### src/rtl/systick_pkg.sv
package systick_pkg;
  typedef enum logic [1:0] {
    CSR_CTRL    = 2'd0,
    CSR_RELOAD  = 2'd1,
    CSR_CURRENT = 2'd2,
    CSR_CALIB   = 2'd3
  } csr_e;

  localparam int unsigned CTRL_EN_BIT   = 0;
  localparam int unsigned CTRL_IRQ_BIT  = 1;
  localparam int unsigned CTRL_SRC_BIT  = 2;
  localparam int unsigned CTRL_FLAG_BIT = 16;

  typedef struct packed {
    logic src_core;
    logic irq_en;
    logic en;
  } ctrl_t;
endpackage

### src/rtl/systick_src_sel.sv
module systick_src_sel (
  input  logic use_core_i,
  input  logic ref_tick_i,
  output logic tick_o
);
  // Core clock source: every cycle is a tick; otherwise follow the pulse.
  assign tick_o = use_core_i ? 1'b1 : ref_tick_i;
endmodule

### src/rtl/systick_counter.sv
module systick_counter #(
  parameter int unsigned CNT_W = 24
) (
  input  logic             clk_i,
  input  logic             rst_ni,
  input  logic             run_i,
  input  logic             tick_i,
  input  logic             restart_i,
  input  logic             arm_i,
  input  logic [CNT_W-1:0] reload_i,
  output logic [CNT_W-1:0] cnt_o,
  output logic             expire_o
);
  logic [CNT_W-1:0] cnt_q;
  logic             armed_q;
  logic             at_zero;

  assign at_zero  = (cnt_q == '0);
  assign expire_o = run_i & tick_i & ~restart_i & at_zero;
  assign cnt_o    = cnt_q;

  always_ff @(posedge clk_i) begin
    if (!rst_ni) begin
      cnt_q   <= '0;
      armed_q <= 1'b0;
    end else if (restart_i) begin
      cnt_q   <= reload_i;
      armed_q <= 1'b1;
    end else if (arm_i && !armed_q) begin
      cnt_q   <= reload_i;
      armed_q <= 1'b1;
    end else if (run_i && tick_i) begin
      if (at_zero) begin
        cnt_q <= reload_i;
        if (reload_i == '0) armed_q <= 1'b0;
      end else begin
        cnt_q <= cnt_q - 1'b1;
      end
    end
  end

  p_dec_r5: assert property (@(posedge clk_i) disable iff (!rst_ni)
    (run_i && tick_i && !restart_i && !at_zero) |=> cnt_q == $past(cnt_q) - 1'b1);

  p_reload_r6: assert property (@(posedge clk_i) disable iff (!rst_ni)
    (run_i && tick_i && !restart_i && at_zero) |=> cnt_q == $past(reload_i));

  p_frozen_r10: assert property (@(posedge clk_i) disable iff (!rst_ni)
    (!run_i && !restart_i && !arm_i) |=> $stable(cnt_q));

  p_restart_r12: assert property (@(posedge clk_i) disable iff (!rst_ni)
    restart_i |=> cnt_q == $past(reload_i));
endmodule

### src/rtl/systick_regs.sv
module systick_regs
  import systick_pkg::*;
#(
  parameter int unsigned CNT_W     = 24,
  parameter int unsigned DATA_W    = 32,
  parameter int unsigned CALIB_VAL = 10000
) (
  input  logic              clk_i,
  input  logic              rst_ni,
  input  logic              req_i,
  input  logic              we_i,
  input  logic [1:0]        addr_i,
  input  logic [DATA_W-1:0] wdata_i,
  input  logic [CNT_W-1:0]  cnt_i,
  input  logic              expire_i,
  output logic              rvalid_o,
  output logic [DATA_W-1:0] rdata_o,
  output ctrl_t             ctrl_o,
  output logic [CNT_W-1:0]  reload_o,
  output logic              restart_o,
  output logic              arm_o,
  output logic              irq_o
);
  csr_e              sel;
  ctrl_t             ctrl_q;
  logic              flag_q;
  logic [CNT_W-1:0]  reload_q;
  logic              rvalid_q;
  logic [DATA_W-1:0] rdata_q;
  logic              irq_q;
  logic [DATA_W-1:0] rd_val;
  logic              wr_ctrl, rd_ctrl, wr_reload, wr_cur, rd_any;
  logic              unused_wdata;

  assign sel       = csr_e'(addr_i);
  assign rd_any    = req_i & ~we_i;
  assign wr_ctrl   = req_i & we_i & (sel == CSR_CTRL);
  assign rd_ctrl   = rd_any & (sel == CSR_CTRL);
  assign wr_reload = req_i & we_i & (sel == CSR_RELOAD);
  assign wr_cur    = req_i & we_i & (sel == CSR_CURRENT);
  assign unused_wdata = ^wdata_i[DATA_W-1:CNT_W];

  assign restart_o = wr_cur;
  assign arm_o     = wr_ctrl & wdata_i[CTRL_EN_BIT] & ~ctrl_q.en;
  assign ctrl_o    = ctrl_q;
  assign reload_o  = reload_q;
  assign rvalid_o  = rvalid_q;
  assign rdata_o   = rdata_q;
  assign irq_o     = irq_q;

  always_comb begin
    rd_val = '0;
    unique case (sel)
      CSR_CTRL: begin
        rd_val[CTRL_FLAG_BIT] = flag_q;
        rd_val[CTRL_EN_BIT]   = ctrl_q.en;
        rd_val[CTRL_IRQ_BIT]  = ctrl_q.irq_en;
        rd_val[CTRL_SRC_BIT]  = ctrl_q.src_core;
      end
      CSR_RELOAD:  rd_val[CNT_W-1:0] = reload_q;
      CSR_CURRENT: rd_val[CNT_W-1:0] = ctrl_q.en ? cnt_i : '0;
      default:     rd_val = DATA_W'(CALIB_VAL);
    endcase
  end

  always_ff @(posedge clk_i) begin
    if (!rst_ni) begin
      ctrl_q   <= '0;
      flag_q   <= 1'b0;
      reload_q <= '0;
      rvalid_q <= 1'b0;
      rdata_q  <= '0;
      irq_q    <= 1'b0;
    end else begin
      if (wr_ctrl)
        ctrl_q <= ctrl_t'(wdata_i[CTRL_SRC_BIT:CTRL_EN_BIT]);
      else if (expire_i && reload_q == '0)
        ctrl_q.en <= 1'b0;

      if (expire_i)                flag_q <= 1'b1;
      else if (rd_ctrl || wr_cur)  flag_q <= 1'b0;

      if (wr_reload) reload_q <= wdata_i[CNT_W-1:0];

      rvalid_q <= rd_any;
      if (rd_any) rdata_q <= rd_val;

      irq_q <= expire_i & ctrl_q.irq_en;
    end
  end

  p_autodis_r9: assert property (@(posedge clk_i) disable iff (!rst_ni)
    (expire_i && reload_q == '0 && !wr_ctrl) |=> !ctrl_q.en);

  p_flag_ro_r3: assert property (@(posedge clk_i) disable iff (!rst_ni)
    (wr_ctrl && !expire_i) |=> flag_q == $past(flag_q));

  p_irq_flag_r8: assert property (@(posedge clk_i) disable iff (!rst_ni)
    irq_q |-> flag_q);

  p_upper_r4: assert property (@(posedge clk_i) disable iff (!rst_ni)
    (rvalid_q && $past(addr_i) != 2'd0) |-> rdata_q[DATA_W-1:CNT_W] == '0);
endmodule

### src/rtl/systick_timer.sv
module systick_timer
  import systick_pkg::*;
#(
  parameter int unsigned CNT_W     = 24,
  parameter int unsigned DATA_W    = 32,
  parameter int unsigned CALIB_VAL = 10000
) (
  input  logic              clk_i,
  input  logic              rst_ni,
  input  logic              ref_tick_i,
  input  logic              req_i,
  input  logic              we_i,
  input  logic [1:0]        addr_i,
  input  logic [DATA_W-1:0] wdata_i,
  output logic              rvalid_o,
  output logic [DATA_W-1:0] rdata_o,
  output logic              irq_o
);
  ctrl_t            ctrl;
  logic [CNT_W-1:0] reload, cnt;
  logic             tick, restart, arm, expire;

  systick_src_sel u_src (
    .use_core_i (ctrl.src_core),
    .ref_tick_i (ref_tick_i),
    .tick_o     (tick)
  );

  systick_counter #(.CNT_W(CNT_W)) u_cnt (
    .clk_i     (clk_i),
    .rst_ni    (rst_ni),
    .run_i     (ctrl.en),
    .tick_i    (tick),
    .restart_i (restart),
    .arm_i     (arm),
    .reload_i  (reload),
    .cnt_o     (cnt),
    .expire_o  (expire)
  );

  systick_regs #(.CNT_W(CNT_W), .DATA_W(DATA_W), .CALIB_VAL(CALIB_VAL)) u_regs (
    .clk_i     (clk_i),
    .rst_ni    (rst_ni),
    .req_i     (req_i),
    .we_i      (we_i),
    .addr_i    (addr_i),
    .wdata_i   (wdata_i),
    .cnt_i     (cnt),
    .expire_i  (expire),
    .rvalid_o  (rvalid_o),
    .rdata_o   (rdata_o),
    .ctrl_o    (ctrl),
    .reload_o  (reload),
    .restart_o (restart),
    .arm_o     (arm),
    .irq_o     (irq_o)
  );
endmodule

### config.mk
export PLATFORM = sky130hd
export DESIGN_NAME = systick_timer
export DESIGN_NICKNAME = d
export VERILOG_FILES = /design/src/rtl/systick_pkg.sv /design/src/rtl/systick_src_sel.sv /design/src/rtl/systick_counter.sv /design/src/rtl/systick_regs.sv /design/src/rtl/systick_timer.sv
export SDC_FILE = /design/constraint.sdc
export NUM_CORES = 1
export LEC_CHECK = 0
export BUFFER_PORTS_ARGS = -buffer_cell sky130_fd_sc_hd__clkbuf_2
export CAP_MARGIN = 10
export CORE_AREA = 4 4 123 125
export DETAILED_ROUTE_END_ITERATION = 16
export DIE_AREA = 0 0 127 129
export PLACE_DENSITY = 0.52
export SYNTH_ARGS = -nofsm -noshare
export SYNTH_HDL_FRONTEND = slang
export SYNTH_HIERARCHICAL = 1
export SYNTH_SLANG_ARGS = --single-unit
### constraint.sdc
create_clock -name clk_i -period 5.75 [get_ports clk_i]
set_clock_uncertainty 0.1 [all_clocks]
set_input_delay 0.2875 -clock clk_i [delete_from_list [all_inputs] [get_ports clk_i]]
set_output_delay 0.2875 -clock clk_i [all_outputs]
set_load 0.01 [all_outputs]
# [Word-level counts from Yosys, hierarchy flattened]
# Index checks and enable logic that the tools add are counted.
[op_classes] n_reduce_logical=14 mux=19 n_addsub=1 bitwise_logic=15 n_eq_ne=2
[ops] op="$mux 24" count=5
[ops] op="$logic_not 24->1" count=2
[ops] op="$pmux 13 s3" count=1
[ops] op="$sub 24x1->24 const B" count=1
[ops] op="$pmux 7 s2" count=1
[ops] op="$and 1x1->1" count=12
[ops] op="$mux 1" count=10
[ops] op="$pmux 3 s3" count=1
[ops] op="$reduce_bool 3->1" count=3
[ops] op="$reduce_bool 2->1" count=2
[ops] op="$logic_and 1x1->1" count=3
[ops] op="$not 1->1" count=3
[ops] op="$pmux 1 s3" count=1
[ops] op="$reduce_and 3->1" count=1
[ops] op="$eq 2x1->1 const B" count=1
[ops] op="$eq 2x2->1 const B" count=1
[ops] op="$logic_not 2->1" count=1
[ops] op="$logic_not 1->1" count=1
[ops] op="$logic_or 1x1->1" count=1
[word_totals] out_inout_bits=34 inputBits=39 regBits=79 word_cells=61

# [Depth between registers and ports, before layout]
[depth] ltp_word=8 mapped_depth=10 depth_no_buf=9

# [Modules after synthesis]
# The synthesis kept the hierarchy.
[by_module_without_submodules] module="systick_regs" area_each_um2=2423.6 seq_area_each_um2=1081.0 cells_each=270 instances=1
[by_module_without_submodules] module="systick_counter" area_each_um2=1737.9 seq_area_each_um2=500.5 cells_each=210 instances=1
[by_module_without_submodules] module="systick_src_sel" area_each_um2=6.3 seq_area_each_um2=0.0 cells_each=1 instances=1

# [Worst setup path before layout]
# Ideal clock, no wire load.
[synth_path] path_type="input to register" from="input addr_i[0]" to="register u_cnt.cnt_q[10], in the netlist u_cnt/cnt_o[10]" arrival_time_ns=1.980 stages=10 setup_time_ns=0.067 path_buffers=2 path_slack_ns=3.603 required_ns=5.583 cell_sequence="inv_1 > ha_1 > nand3_1 > nor3b_1 > nor2b_1 > nor2_1 > clkbuf_1 > clkbuf_1 > o211ai_1 > a21oi_2"
[synth_via] elab_chain_cells=7 elab_cells_between_ends=10 classes_between="eq/ne (1); mux (2); bitwise (4); reduce/logical (3)"
[synth_rtl] element="start: declaration" line="systick_timer.sv:13" rtl="input logic [1:0] addr_i,"
[synth_rtl] element="$logic_not 2->1 *" line="systick_regs.sv:37" rtl="assign wr_ctrl = req_i & we_i & (sel == CSR_CTRL);"
[synth_rtl] element="$and 1x1->1 *" line="systick_regs.sv:37"
[synth_rtl] element="$and 1x1->1 * (2 in a row)" line="systick_regs.sv:44" rtl="assign arm_o = wr_ctrl & wdata_i[CTRL_EN_BIT] & ~ctrl_q.en;"
[synth_rtl] element="net arm" line="systick_timer.sv:21" rtl="logic tick, restart, arm, expire;"
[synth_rtl] element="$logic_and 1x1->1 *" line="systick_counter.sv:29" rtl="end else if (arm_i && !armed_q) begin"
[synth_rtl] element="$mux 24" line="systick_counter.sv:29"
[synth_rtl] element="$mux 24" line="systick_counter.sv:26" rtl="end else if (restart_i) begin"
[synth_rtl] element="end signal: assignment" line="systick_counter.sv:27" rtl="cnt_q <= reload_i;"
[synth_rtl] element="end signal: assignment" line="systick_counter.sv:30" rtl="cnt_q <= reload_i;"
[synth_rtl] element="end signal: assignment" line="systick_counter.sv:34" rtl="cnt_q <= reload_i;"
[synth_rtl] element="end: declaration" line="systick_counter.sv:14" rtl="logic [CNT_W-1:0] cnt_q;"
# The timed path passes the listed nets; every way through them passes the cells marked *.
# A chain may end at the register's enable or synchronous reset.

# [Final worst setup path]
[layout_path] from="register u_cnt.cnt_q[20], in the netlist u_cnt/cnt_o[20]" to="register u_regs.ctrl_q, in the netlist u_regs/ctrl_o[0]"
[layout_via] elab_chain_cells=4
[layout_rtl] element="$logic_not 24->1" line="systick_counter.sv:18" rtl="assign at_zero = (cnt_q == '0);"
[layout_rtl] element="$and 1x1->1" line="systick_counter.sv:19" rtl="assign expire_o = run_i & tick_i & ~restart_i & at_zero;"
[layout_rtl] element="net expire" line="systick_timer.sv:21"
[layout_rtl] element="$logic_and 1x1->1" line="systick_regs.sv:77" rtl="else if (expire_i && reload_q == '0)"
[layout_rtl] element="$reduce_bool 2->1 (no line)"
[layout_rtl] element="end signal: assignment" line="systick_regs.sv:76" rtl="ctrl_q <= ctrl_t'(wdata_i[CTRL_SRC_BIT:CTRL_EN_BIT]);"
[layout_rtl] element="end: declaration" line="systick_regs.sv:25" rtl="ctrl_t ctrl_q;"
# The timed path passes the listed nets, and every way through them passes these cells.

==> implementation parameters <==
Parameter                              Value

Layout
  Post-layout util ... 34.6%
  Register cell area after layout ... 1580 um^2
  Fillers ... between 1000 and 1500
  Most frequent cells in the layout ... sky130_fd_sc_hd__dfxtp_1, sky130_fd_sc_hd__nand2_1, sky130_fd_sc_hd__clkbuf_2
  Number of nets in the finished design ... 564
  ANT cells ... 0
  Final instance count without filler cells ... 704
  Share of final-layout standard cells stronger than drive strength 1 ... between 10% and 20%
  Area delta synth->final ... 15.2%
  Most common library cell in the layout ignoring fill and taps ... sky130_fd_sc_hd__dfxtp_1
  Area of all placed cells without fillers ... between 4000 and 5000 um^2
  Area of the multi-input gates ... 2360 um^2

Floorplan
  Placeable core area ... 13900 um^2
  Std cell rows ... 43
  Die height ... 129 um
  Horizontal die dimension ... about 130 um
  Starting density of the core ... 30.0%
  Die area ... between 15000 and 20000 um^2
  Top-Level Pins ... 73

STA
  Sum of negative setup slack ... 0 ns
  Worst slew margin relative to its limit ... about two fifths
  Share of the cycle needed by the critical path after routing ... a little under half
  Final-report max-slew violation count ... 0
  Count of endpoints failing hold in the final timing report ... 0
  Maximum clock frequency ... 371 MHz
  Endpoints failing setup ... 0
  Final critical-path required period ... 2.69 ns
  Actual slew at the worst max-slew pin ... 0.870 ns
  Setup repair after global routing missed its margin ... no

GRT
  Initial antenna violation count ... 0
  Wire length of the first global-routing pass ... approximately 20000 um
  Pin count of the biggest net entering global routing ... 70
  Number of global-route vias before repair ... 3695
  Grt total ovfl ... 0
  GRT Resource Usage Total ... between 10% and 20%

Yosys
  Yosys cell types ... 70
  Portion of the post-synthesis area used by sequential elements ... 37.9%
  Asr flop ratio synth ... 0%
  Yosys Warn Count ... 6
  Number of enable-type register cells in the synthesized netlist ... 0
  Per-instance average area after synthesis ... 8.66 um^2
  Most used flip-flop cell after synthesis ... sky130_fd_sc_hd__dfxtp_1
  Flops & latches, synth ... 79
  Cell area after synthesis ... 4170 um^2
  Gate Count Post-Synth ... about 480

Clock tree
  Bufs on Longest Clock Path ... 2
  Count of hold buffers inserted by post-cts repair ... 0
  Root buffer cell ... sky130_fd_sc_hd__clkbuf_16
  TritonCTS clock tree ... done
  Clk pin slew, worst setup/hold paths ... 0.06 ns
  Number of buffers created by CTS ... 9
  Buffers inserted during post-CTS setup optimization ... 0
  Total of cells resized after clock tree synthesis ... 0
  Clk sink count ... approximately 80
  Number of levels the H-tree was split into ... 3
  Clock latency of the later-clocked register in the worst-skew pair ... 0.34 ns

Placed design
  # placed instances ... 688
  Placed Area ... 4500 um^2
  Half-perimeter wire length of the detailed placement result ... between 9000 and 10000 um
  Placer congestion estimate ... 0.830
  Number of port buffers ... 56

Detailed routing
  Number of iterations in the first detailed-routing pass ... 5
  Routed wire length per instance ... 18.1 um
  Vias per std cell ... 5.45
  Post-route antenna net violation count ... 0
  Number of vias after detailed routing ... between 3000 and 4000
  DRC violations left ... 0
  Routed WL ... ~13000 um
  Drt initial violations ... between 300 and 400

Worst hold path
  Hold Crit Class ... in2reg
  Hold Path Depth ... 3
  Worst hold path startpoint ... wdata_i[12]

Setup path
  Critical Path Fanout Max ... 6
  Launching instance or port of the critical path ... u_cnt/cnt_o[20]
  Register-to-Register Path Depth ... 6
  Launch point of the worst reg-to-reg path ... u_cnt/cnt_o[20]
  Crit. End Element ... flop
  CP Class ... reg2reg
  CP required ... between 5 and 6 ns
  Type of element launching the critical path ... flop
  Data arrival time of the critical path ... 2.81 ns

Pwr
  Maximum resistive drop on vdd ... 0.161 mV
  Total power of the final layout ... 0.00149 W
  Cell Pwr Density ... about 300 nW/um^2
  Leakage dissipation ... around 1.8 nW

Flow run
  Max-cap violations ... 0

Status
  Result of the run ... completed
[layer usage]
metal	vias to the layer above	part of all wire, %	GRT usage (%)	wire length (um)
li1	1865	-	-	-
met1	1816	49	22.5	6170
met2	141	43	23.1	5510
met3	13	7.0	3.49	895
met4	0	1.1	3.91	140
met5	-	0	0	0
[worst paths after layout]
| check | endpoint | slack [ns] |
|---|---|---|
| max | u_regs/ctrl_o[0] | 3.06 |
| min | u_regs/reload_o[12] | 0.08 |
| max reg2reg | u_regs/ctrl_o[0] | 3.06 |
| min reg2reg | u_cnt/armed_q | 0.39 |
[cells in the mapped netlist, types with 6 or more instances]
cell	n	area, um^2
sky130_fd_sc_hd__a21boi_0	20	150
sky130_fd_sc_hd__nor2b_1	20	125
sky130_fd_sc_hd__buf_4	9	67.6
sky130_fd_sc_hd__nor2_1	18	67.6
sky130_fd_sc_hd__buf_2	10	50.1
sky130_fd_sc_hd__and2_1	7	43.8
sky130_fd_sc_hd__nand2_1	74	278
sky130_fd_sc_hd__nand3_1	12	60.1
sky130_fd_sc_hd__o21ai_0	6	30.0
sky130_fd_sc_hd__nor4_1	18	113
sky130_fd_sc_hd__a22o_1	16	140
sky130_fd_sc_hd__clkbuf_1	17	63.8
sky130_fd_sc_hd__a22oi_1	18	135
sky130_fd_sc_hd__a21oi_1	11	55.1
sky130_fd_sc_hd__inv_1	6	22.5
sky130_fd_sc_hd__o21ai_1	7	35.0
sky130_fd_sc_hd__nand4_1	8	50.1
sky130_fd_sc_hd__ha_1	6	75.1
sky130_fd_sc_hd__dfxtp_1	79	1580
sky130_fd_sc_hd__mux2i_1	6	60.1
sky130_fd_sc_hd__nor3_1	10	50.1
[through the flow]
stage               worst slack (ns)  hold slack, ns
floorplan                       3.60           0.322
global placement                2.90           0.366
detailed placement              2.91           0.376
CTS                             3.06          0.0738
global route                    2.84          0.0957
finish                          3.06          0.0787
[power breakdown]
group          total [W]  internal, W  switching [W]  leakage [nW]
clock network   0.000573     0.000337       0.000236         0.145
logic           0.000317     0.000108       0.000209          1.06
registers       0.000595     0.000566      0.0000290         0.640
total            0.00149      0.00101       0.000474          1.84
[logic make-up (layout without fill, tap and decap cells)]
family,count (synthesis),after routing,synth area share [%]
AOI/OAI and AO/OA,142,142,27.0
adders and majority gates,6,6,1.80
buffers and inverters,47,83,6.06
DFF,79,79,37.9
muxes,6,6,1.44
other,1,8,0.0900
and+or+nand+nor,200,200,25.6
[state kept, by name (all words and copies together) (netlist names)]
name,flops
u_cnt/armed_q,1
u_cnt/cnt_o,24
u_regs/ctrl_o,3
u_regs/flag_q,1
u_regs/irq_o,1
u_regs/rdata_o,24
u_regs/reload_o,24
u_regs/rvalid_o,1
[area by class of cell]
| type | count | area share (%) |
|---|---|---|
| clock buffers | 9 | 4.69 |
| clock inverters | 7 | 1.54 |
| inverters | 7 | 0.547 |
| multi-input cells | 362 | 49.1 |
| flip-flops and latches | 79 | 32.9 |
| well taps | 180 | 4.69 |
| repair buffers | 60 | 6.46 |
[worst max-delay path, cell delays in order (launching register included)]
cell                        delay, ns
sky130_fd_sc_hd__dfxtp_1         0.35
sky130_fd_sc_hd__nor4_1          0.50
sky130_fd_sc_hd__nand4_1         0.36
sky130_fd_sc_hd__nor4_1          0.67
sky130_fd_sc_hd__nand4_1         0.26
sky130_fd_sc_hd__o2111ai_1       0.23
sky130_fd_sc_hd__o21ai_0         0.10
Power figures use the tool's default switching activity.
